--- config.mk ---
export PLATFORM = sky130hd
export DESIGN_NAME = busy_status_resp
export DESIGN_NICKNAME = d
export VERILOG_FILES = /design/src/rtl/busy_resp_pkg.sv /design/src/rtl/op_timer.sv /design/src/rtl/access_detect.sv /design/src/rtl/status_merge.sv /design/src/rtl/busy_status_resp.sv
export SDC_FILE = /design/constraint.sdc
export NUM_CORES = 1
export LEC_CHECK = 0
export BUFFER_PORTS_ARGS = -buffer_cell sky130_fd_sc_hd__buf_2
export CORE_MARGIN = 5
export CORE_UTILIZATION = 54
export CTS_BUF_LIST = sky130_fd_sc_hd__clkbuf_4 sky130_fd_sc_hd__clkbuf_8
export CTS_CLUSTER_DIAMETER = 100
export DETAILED_ROUTE_END_ITERATION = 7
export PLACE_DENSITY = 0.88
export SLEW_MARGIN = 20
export SYNTH_ARGS = -nofsm -noshare
export SYNTH_HDL_FRONTEND = slang
export SYNTH_SLANG_ARGS = --single-unit
--- constraint.sdc ---
create_clock -name clk_i -period 5.6 [get_ports clk_i]
set_input_delay 0.28 -clock clk_i [delete_from_list [all_inputs] [get_ports clk_i]]
set_output_delay 0.28 -clock clk_i [all_outputs]
set_load 0.005 [all_outputs]
--- src/rtl/busy_resp_pkg.sv ---
package busy_resp_pkg;
  localparam int unsigned POLL_BIT   = 7;
  localparam int unsigned TOGGLE_BIT = 6;

  typedef enum logic {
    OP_PROG  = 1'b0,
    OP_ERASE = 1'b1
  } op_kind_e;
endpackage

--- src/rtl/op_timer.sv ---
module op_timer #(
  parameter int unsigned PROG_CYCLES  = 500,
  parameter int unsigned ERASE_CYCLES = 500000
) (
  input  logic                     clk_i,
  input  logic                     rst_ni,
  input  logic                     prog_start_i,
  input  logic                     erase_start_i,
  output logic                     accept_o,
  output busy_resp_pkg::op_kind_e  accept_kind_o,
  output logic                     busy_o
);
  import busy_resp_pkg::*;

  localparam int unsigned MAX_CYC = (PROG_CYCLES > ERASE_CYCLES) ? PROG_CYCLES : ERASE_CYCLES;
  localparam int unsigned CNT_W   = (MAX_CYC > 1) ? $clog2(MAX_CYC) : 1;
  localparam logic [CNT_W-1:0] PROG_LOAD  = CNT_W'(PROG_CYCLES - 1);
  localparam logic [CNT_W-1:0] ERASE_LOAD = CNT_W'(ERASE_CYCLES - 1);

  logic [CNT_W-1:0] cnt_q;
  logic             busy_q;

  assign accept_o      = !busy_q && (prog_start_i || erase_start_i);
  // program wins when both arrive together
  assign accept_kind_o = prog_start_i ? OP_PROG : OP_ERASE;
  assign busy_o        = busy_q;

  always_ff @(posedge clk_i or negedge rst_ni) begin
    if (!rst_ni) begin
      cnt_q  <= '0;
      busy_q <= 1'b0;
    end else if (accept_o) begin
      cnt_q  <= (accept_kind_o == OP_PROG) ? PROG_LOAD : ERASE_LOAD;
      busy_q <= 1'b1;
    end else if (busy_q) begin
      if (cnt_q == '0) busy_q <= 1'b0;
      else             cnt_q  <= cnt_q - 1'b1;
    end
  end

  a_r2_start_sets_busy : assert property (@(posedge clk_i) disable iff (!rst_ni)
    accept_o |=> busy_q);
  a_r4_no_restart : assert property (@(posedge clk_i) disable iff (!rst_ni)
    (busy_q && cnt_q != '0) |=> (busy_q && cnt_q == $past(cnt_q) - 1'b1));
  a_r3_fall_at_zero : assert property (@(posedge clk_i) disable iff (!rst_ni)
    $fell(busy_q) |-> ($past(cnt_q) == '0));
endmodule

--- src/rtl/access_detect.sv ---
module access_detect (
  input  logic clk_i,
  input  logic rst_ni,
  input  logic chip_en_i,
  input  logic out_en_i,
  output logic new_access_o
);
  logic act, act_q;

  assign act          = chip_en_i && out_en_i;
  assign new_access_o = act && !act_q;

  always_ff @(posedge clk_i or negedge rst_ni) begin
    if (!rst_ni) act_q <= 1'b0;
    else         act_q <= act;
  end

  a_r8_single_edge : assert property (@(posedge clk_i) disable iff (!rst_ni)
    new_access_o |=> !new_access_o);
endmodule

--- src/rtl/status_merge.sv ---
module status_merge #(
  parameter int unsigned DATA_W = 16
) (
  input  logic                     clk_i,
  input  logic                     rst_ni,
  input  logic                     accept_i,
  input  busy_resp_pkg::op_kind_e  accept_kind_i,
  input  logic [DATA_W-1:0]        load_data_i,
  input  logic                     busy_i,
  input  logic                     new_access_i,
  input  logic [DATA_W-1:0]        array_data_i,
  output logic [DATA_W-1:0]        rd_data_o
);
  import busy_resp_pkg::*;

  logic [DATA_W-1:0] held_q;
  logic              tgl_q;
  logic [DATA_W-1:0] status_word;

  always_ff @(posedge clk_i or negedge rst_ni) begin
    if (!rst_ni) begin
      held_q <= '1;
    end else if (accept_i) begin
      held_q <= (accept_kind_i == OP_PROG) ? load_data_i : '1;
    end
  end

  always_ff @(posedge clk_i or negedge rst_ni) begin
    if (!rst_ni)                    tgl_q <= 1'b0;
    else if (new_access_i && busy_i) tgl_q <= !tgl_q;
  end

  always_comb begin
    status_word             = '0;
    status_word[POLL_BIT]   = !held_q[POLL_BIT];
    status_word[TOGGLE_BIT] = tgl_q;
  end

  assign rd_data_o = busy_i ? status_word : array_data_i;

  a_r4_held_stable : assert property (@(posedge clk_i) disable iff (!rst_ni)
    busy_i |=> $stable(held_q));
  a_r7_toggle_only_on_access : assert property (@(posedge clk_i) disable iff (!rst_ni)
    !(new_access_i && busy_i) |=> $stable(tgl_q));
  a_r9_quiet_bits : assert property (@(posedge clk_i) disable iff (!rst_ni)
    busy_i |-> ($countones(rd_data_o) <= 2));
endmodule

--- src/rtl/busy_status_resp.sv ---
module busy_status_resp #(
  parameter int unsigned DATA_W       = 16,
  parameter int unsigned PROG_CYCLES  = 500,
  parameter int unsigned ERASE_CYCLES = 500000
) (
  input  logic              clk_i,
  input  logic              rst_ni,
  input  logic              prog_start_i,
  input  logic              erase_start_i,
  input  logic [DATA_W-1:0] load_data_i,
  input  logic              chip_en_i,
  input  logic              out_en_i,
  input  logic [DATA_W-1:0] array_data_i,
  output logic [DATA_W-1:0] rd_data_o,
  output logic              busy_o
);
  import busy_resp_pkg::*;

  logic     accept;
  op_kind_e accept_kind;
  logic     new_access;

  op_timer #(
    .PROG_CYCLES (PROG_CYCLES),
    .ERASE_CYCLES(ERASE_CYCLES)
  ) u_timer (
    .clk_i        (clk_i),
    .rst_ni       (rst_ni),
    .prog_start_i (prog_start_i),
    .erase_start_i(erase_start_i),
    .accept_o     (accept),
    .accept_kind_o(accept_kind),
    .busy_o       (busy_o)
  );

  access_detect u_detect (
    .clk_i       (clk_i),
    .rst_ni      (rst_ni),
    .chip_en_i   (chip_en_i),
    .out_en_i    (out_en_i),
    .new_access_o(new_access)
  );

  status_merge #(.DATA_W(DATA_W)) u_merge (
    .clk_i        (clk_i),
    .rst_ni       (rst_ni),
    .accept_i     (accept),
    .accept_kind_i(accept_kind),
    .load_data_i  (load_data_i),
    .busy_i       (busy_o),
    .new_access_i (new_access),
    .array_data_i (array_data_i),
    .rd_data_o    (rd_data_o)
  );

  a_r10_idle_passthrough : assert property (@(posedge clk_i) disable iff (!rst_ni)
    $fell(busy_o) |-> (rd_data_o == array_data_i));
endmodule

==> flow_summary.html <==
<table>
<tr><th>Metric</th><th>Value</th></tr>
<tr><th colspan="2">Run status</th></tr>
<tr><td>Outcome</td><td>complete, no violations</td></tr>
<tr><th colspan="2">Critical path</th></tr>
<tr><td>Data arrival time at the worst-slack endpoint</td><td>2.60 ns</td></tr>
<tr><td>Worst stage delay on the critical path</td><td>1.07 ns</td></tr>
<tr><td>Required time at the endpoint of the critical path</td><td>5.85 ns</td></tr>
<tr><td>Setup slack of the most critical reg-to-reg path</td><td>3.25 ns</td></tr>
<tr><td>Crit path capture type</td><td>register</td></tr>
<tr><td>Critical path launch point type</td><td>register</td></tr>
<tr><td>Start-to-end type of the worst setup path</td><td>reg -&gt; reg</td></tr>
<tr><td>Critical path's slowest cell</td><td>sky130_fd_sc_hd__dfrtp_1</td></tr>
<tr><td>Max Fanout on Critical Path</td><td>33</td></tr>
<tr><td>Worst-path cell chain</td><td>or3b_2 -&gt; nor2_1 -&gt; o211ai_1 -&gt; xor2_1 -&gt; a21oi_1</td></tr>
<tr><th colspan="2">Finish</th></tr>
<tr><td>Number of diodes added for antenna fixing</td><td>0</td></tr>
<tr><td>Number of nets in the finished design</td><td>224</td></tr>
<tr><td>Area of all sequential standard cells</td><td>577 sq um</td></tr>
<tr><td>Share of final-layout standard cells stronger than drive strength 1</td><td>33.2%</td></tr>
<tr><td>Filler cell count</td><td>204</td></tr>
<tr><td>Area occupied by multi-input gates</td><td>792 sq um</td></tr>
<tr><td>Growth of design area from synthesis to finish</td><td>16.6%</td></tr>
<tr><th colspan="2">Power</th></tr>
<tr><td>Largest vdd supply drop</td><td>0.168 mV</td></tr>
<tr><td>Pwr per Cell Area</td><td>228 nW/um^2</td></tr>
<tr><td>Internal power</td><td>264 uW</td></tr>
<tr><td>Relative contribution of combinational cells to total power</td><td>16.8%</td></tr>
<tr><td>Switching power share of the total</td><td>30.6%</td></tr>
<tr><td>Sw power</td><td>116 uW</td></tr>
<tr><td>Leakage power summed over all cells</td><td>0.693 nW</td></tr>
<tr><td>Proportion of power drawn by the clock network</td><td>21.7%</td></tr>
<tr><td>Flop pwr share</td><td>61.4%</td></tr>
<tr><th colspan="2">GRT</th></tr>
<tr><td>Antenna violations before repair</td><td>0</td></tr>
<tr><td>Remaining Overflow, GRT</td><td>0</td></tr>
<tr><td>Vias in the first global route</td><td>1200</td></tr>
<tr><td>Global-route usage over all layers</td><td>18.2%</td></tr>
<tr><td>First-pass GRT wire length</td><td>5100 um</td></tr>
<tr><td>Pin count of the biggest net entering global routing</td><td>34</td></tr>
<tr><th colspan="2">Min path</th></tr>
<tr><td>Hold WC Path Type</td><td>in -&gt; reg</td></tr>
<tr><th colspan="2">Clocking</th></tr>
<tr><td>CTS-repair resized insts</td><td>0</td></tr>
<tr><td>CTS sink cnt</td><td>23</td></tr>
<tr><td>H-Tree Depth</td><td>1</td></tr>
<tr><td>Number of buffers on the longest clock path</td><td>2</td></tr>
<tr><td>Worst-Skew Late Latency</td><td>0.31 ns</td></tr>
<tr><td>Number of setup buffers added after CTS</td><td>0</td></tr>
<tr><td>Clock-pin transition on the worst setup and hold timing paths</td><td>0.12 ns</td></tr>
<tr><td>Cell at the root of the clock tree</td><td>sky130_fd_sc_hd__clkbuf_4</td></tr>
<tr><td>TritonCTS clock tree</td><td>done</td></tr>
<tr><td>Clock buffer count from CTS</td><td>3</td></tr>
<tr><th colspan="2">Synthesis</th></tr>
<tr><td>Post-Synthesis Cells</td><td>145</td></tr>
<tr><td>Number of enable-type register cells in the synthesized netlist</td><td>0</td></tr>
<tr><td>Top FF cell, synth</td><td>sky130_fd_sc_hd__dfrtp_1</td></tr>
<tr><td>Mean instance size in the synthesized netlist</td><td>9.85 sq um</td></tr>
<tr><td>Sequential area share after synthesis</td><td>40.4%</td></tr>
<tr><td>Count of unique library cells instantiated by Yosys</td><td>45</td></tr>
<tr><td>Net count after synthesis</td><td>184</td></tr>
<tr><td>Async set-reset flop share out of synthesis</td><td>100%</td></tr>
<tr><td>Netlist area before placement</td><td>1430 sq um</td></tr>
<tr><td>Number of warning messages in the yosys log</td><td>0</td></tr>
<tr><td>Number of synthesized register bits</td><td>23</td></tr>
<tr><th colspan="2">STA</th></tr>
<tr><td>Peak clock frequency supported by timing</td><td>425 MHz</td></tr>
<tr><td>Min Tclk post-route</td><td>2.35 ns</td></tr>
<tr><td>Final Worst Setup Slack</td><td>3.25 ns</td></tr>
<tr><td>Setup clock skew after layout</td><td>0.00136 ns</td></tr>
<tr><td>Headroom to the max-slew limit</td><td>28.9%</td></tr>
<tr><td>Max Transition Viols Final</td><td>0</td></tr>
<tr><td>Measured slew at the worst slew-check pin</td><td>1.07 ns</td></tr>
<tr><td>RSZ-0062 raised after global routing</td><td>false</td></tr>
<tr><td>Total Neg Setup Slack</td><td>0 ns</td></tr>
<tr><td>Final setup violating endpoints</td><td>0</td></tr>
<tr><td>Final Cycle Share</td><td>42.0%</td></tr>
<tr><td>Final hold violations</td><td>0</td></tr>
<tr><th colspan="2">Floorplan</th></tr>
<tr><td>DIE HEIGHT</td><td>61.4 um</td></tr>
<tr><td>Die Wd</td><td>61.4 um</td></tr>
<tr><td>Top Ports</td><td>55</td></tr>
<tr><td>Die Footprint</td><td>3770 sq um</td></tr>
<tr><td>Number of core rows</td><td>18</td></tr>
<tr><td>Core region area</td><td>2500 sq um</td></tr>
<tr><td>Starting utilization of the core area</td><td>57.1%</td></tr>
<tr><th colspan="2">Routing</th></tr>
<tr><td>Detail-routed via count per cell</td><td>5.76</td></tr>
<tr><td>Total detailed-routing wirelength</td><td>3230 um</td></tr>
<tr><td>Iteration count of the initial detailed-routing pass</td><td>4</td></tr>
<tr><td>Post-detailed-route DRC marker count</td><td>0</td></tr>
<tr><td>Average wire per standard cell</td><td>15.1 um</td></tr>
<tr><td>Total number of vias</td><td>1233</td></tr>
<tr><td>Initial detailed-routing violation count</td><td>53</td></tr>
<tr><td>ANT nets after route</td><td>0</td></tr>
<tr><th colspan="2">Placed design</th></tr>
<tr><td>Global placement routability congestion</td><td>0.842</td></tr>
<tr><td>DP Wirelength</td><td>2440 um</td></tr>
<tr><td>Number of buffer cells added on primary ports</td><td>39</td></tr>
<tr><td>DP Worst Slack</td><td>3.26 ns</td></tr>
<tr><th colspan="2">Job</th></tr>
<tr><td>Max cap viols</td><td>0</td></tr>
</table>
-- state kept, by name (all words and copies together), names as in the netlist --
name and cells:
u_detect.act_q 1, u_timer.cnt_q 19, u_timer.busy_o 1, u_merge.held_q 1, u_merge.tgl_q 1
-- path summary, 6_finish.rpt --
kind                       depth (start not counted)                end      startpoint
setup / recovery                                   5   u_timer.cnt_q[7]  u_timer.busy_o
hold / removal                                     3  u_merge.held_q[7]  load_data_i[7]
setup reg to reg                                   5   u_timer.cnt_q[7]  u_timer.busy_o
hold reg to reg                                    1      u_merge.tgl_q   u_merge.tgl_q
max in group asynchronous                          2  u_merge.held_q[7]          rst_ni
min in group asynchronous                          2  u_timer.cnt_q[10]          rst_ni
-- area by class of cell --
cell class,instances,share of cell area (%)
well taps,30,2.26
clock buffers,4,1.80
flip-flops and latches,23,34.7
inverters,6,1.35
repair buffers,40,12.3
multi-input cells,111,47.6
-- timing repair --
| item | CTS | global route |
|---|---|---|
| endpoints found under the setup margin | 0 | 0 |
| hold endpoints to repair | 22 | 0 |
| hold buffers | 1 | 0 |
-- synth_stat cells, types with 3 or more instances --
| cell type | count | area share (%) |
|---|---|---|
| sky130_fd_sc_hd__nand2_1 | 4 | 1.1 |
| sky130_fd_sc_hd__xnor2_1 | 3 | 1.8 |
| sky130_fd_sc_hd__clkbuf_1 | 3 | 0.79 |
| sky130_fd_sc_hd__a21oi_1 | 9 | 3.2 |
| sky130_fd_sc_hd__nand3b_1 | 3 | 1.6 |
| sky130_fd_sc_hd__nor2b_1 | 15 | 6.6 |
| sky130_fd_sc_hd__or3_1 | 4 | 1.8 |
| sky130_fd_sc_hd__o211ai_1 | 4 | 2.1 |
| sky130_fd_sc_hd__dfrtp_1 | 22 | 39 |
| sky130_fd_sc_hd__o21ai_0 | 5 | 1.8 |
| sky130_fd_sc_hd__nor3_1 | 3 | 1.1 |
| sky130_fd_sc_hd__inv_1 | 6 | 1.6 |
| sky130_fd_sc_hd__xor2_1 | 9 | 5.5 |
| sky130_fd_sc_hd__nand3_1 | 4 | 1.4 |
| sky130_fd_sc_hd__nor2_1 | 12 | 3.2 |
-- per-layer routing --
layer | track usage (%) | share of wire (%) | routed length (um) | vias to the layer above
met1 | 21.0 | 41 | 1320 | 603
li1 | - | - | - | 601
met5 | 0 | 0 | 0 | -
met4 | 3.64 | 0 | 0 | 0
met2 | 33.2 | 52 | 1690 | 29
met3 | 5.45 | 6.9 | 222 | 0
-- cell usage in the layout (no fill, tap or decap), types with 5 or more instances in the layout --
cell                      synthesis  layout
sky130_fd_sc_hd__o21ai_0          5       5
sky130_fd_sc_hd__buf_2            0      39
sky130_fd_sc_hd__dfrtp_1         22      22
sky130_fd_sc_hd__nor2_1          12      12
sky130_fd_sc_hd__xor2_1           9       9
sky130_fd_sc_hd__nor2b_1         15      15
sky130_fd_sc_hd__inv_1            6       6
sky130_fd_sc_hd__a21oi_1          9       9
-- cell families after synthesis --
kind of cell	after synthesis	share of synthesized area, %
flip-flops	23	40.4
multiplexers	4	2.98
buffers and inverters	11	4.12
adder cells (fa/ha/maj)	1	0.876
AND/OR/NAND/NOR	67	31.6
AO/OA/AOI/OAI	27	12.6
XOR/XNOR	12	7.36
-- worst max-delay path: cells and delay by family, from the launching register on --
kind / cells / cell delay [ns]
and+or+nand+nor: 2 / 0.76
AOI/OAI and AO/OA: 2 / 0.30
xor gates and xnor gates: 1 / 0.16
DFF: 1 / 1.07
-- power groups by stage --
stage	Combinational (mW)	Sequential, mW	Clock, mW
CTS	0.0653	0.233	0.0845
finish	0.0640	0.234	0.0826
detailed placement	0.0641	0.236	0
global route	0.0727	0.236	0.0907
global placement	0.0617	0.233	0
floorplan	0.0573	0.223	0
-- stage by stage --
step | cell area (sq um) | hold slack, ns | instances | utilization [%] | power (mW)
after detailed placement | 1620 | 0.283 | 209 | 65.0 | 0.300
after floorplan | 1430 | -0.0156 | 145 | - | 0.281
after CTS | 1660 | 0.178 | 214 | 66.6 | 0.383
after global placement | 1620 | 0.279 | 209 | 65.0 | 0.295
after global routing | 1660 | 0.178 | 214 | 66.6 | 0.400
final | 1660 | 0.182 | 214 | 66.6 | 0.380
(Power assumes the default switching activity.)
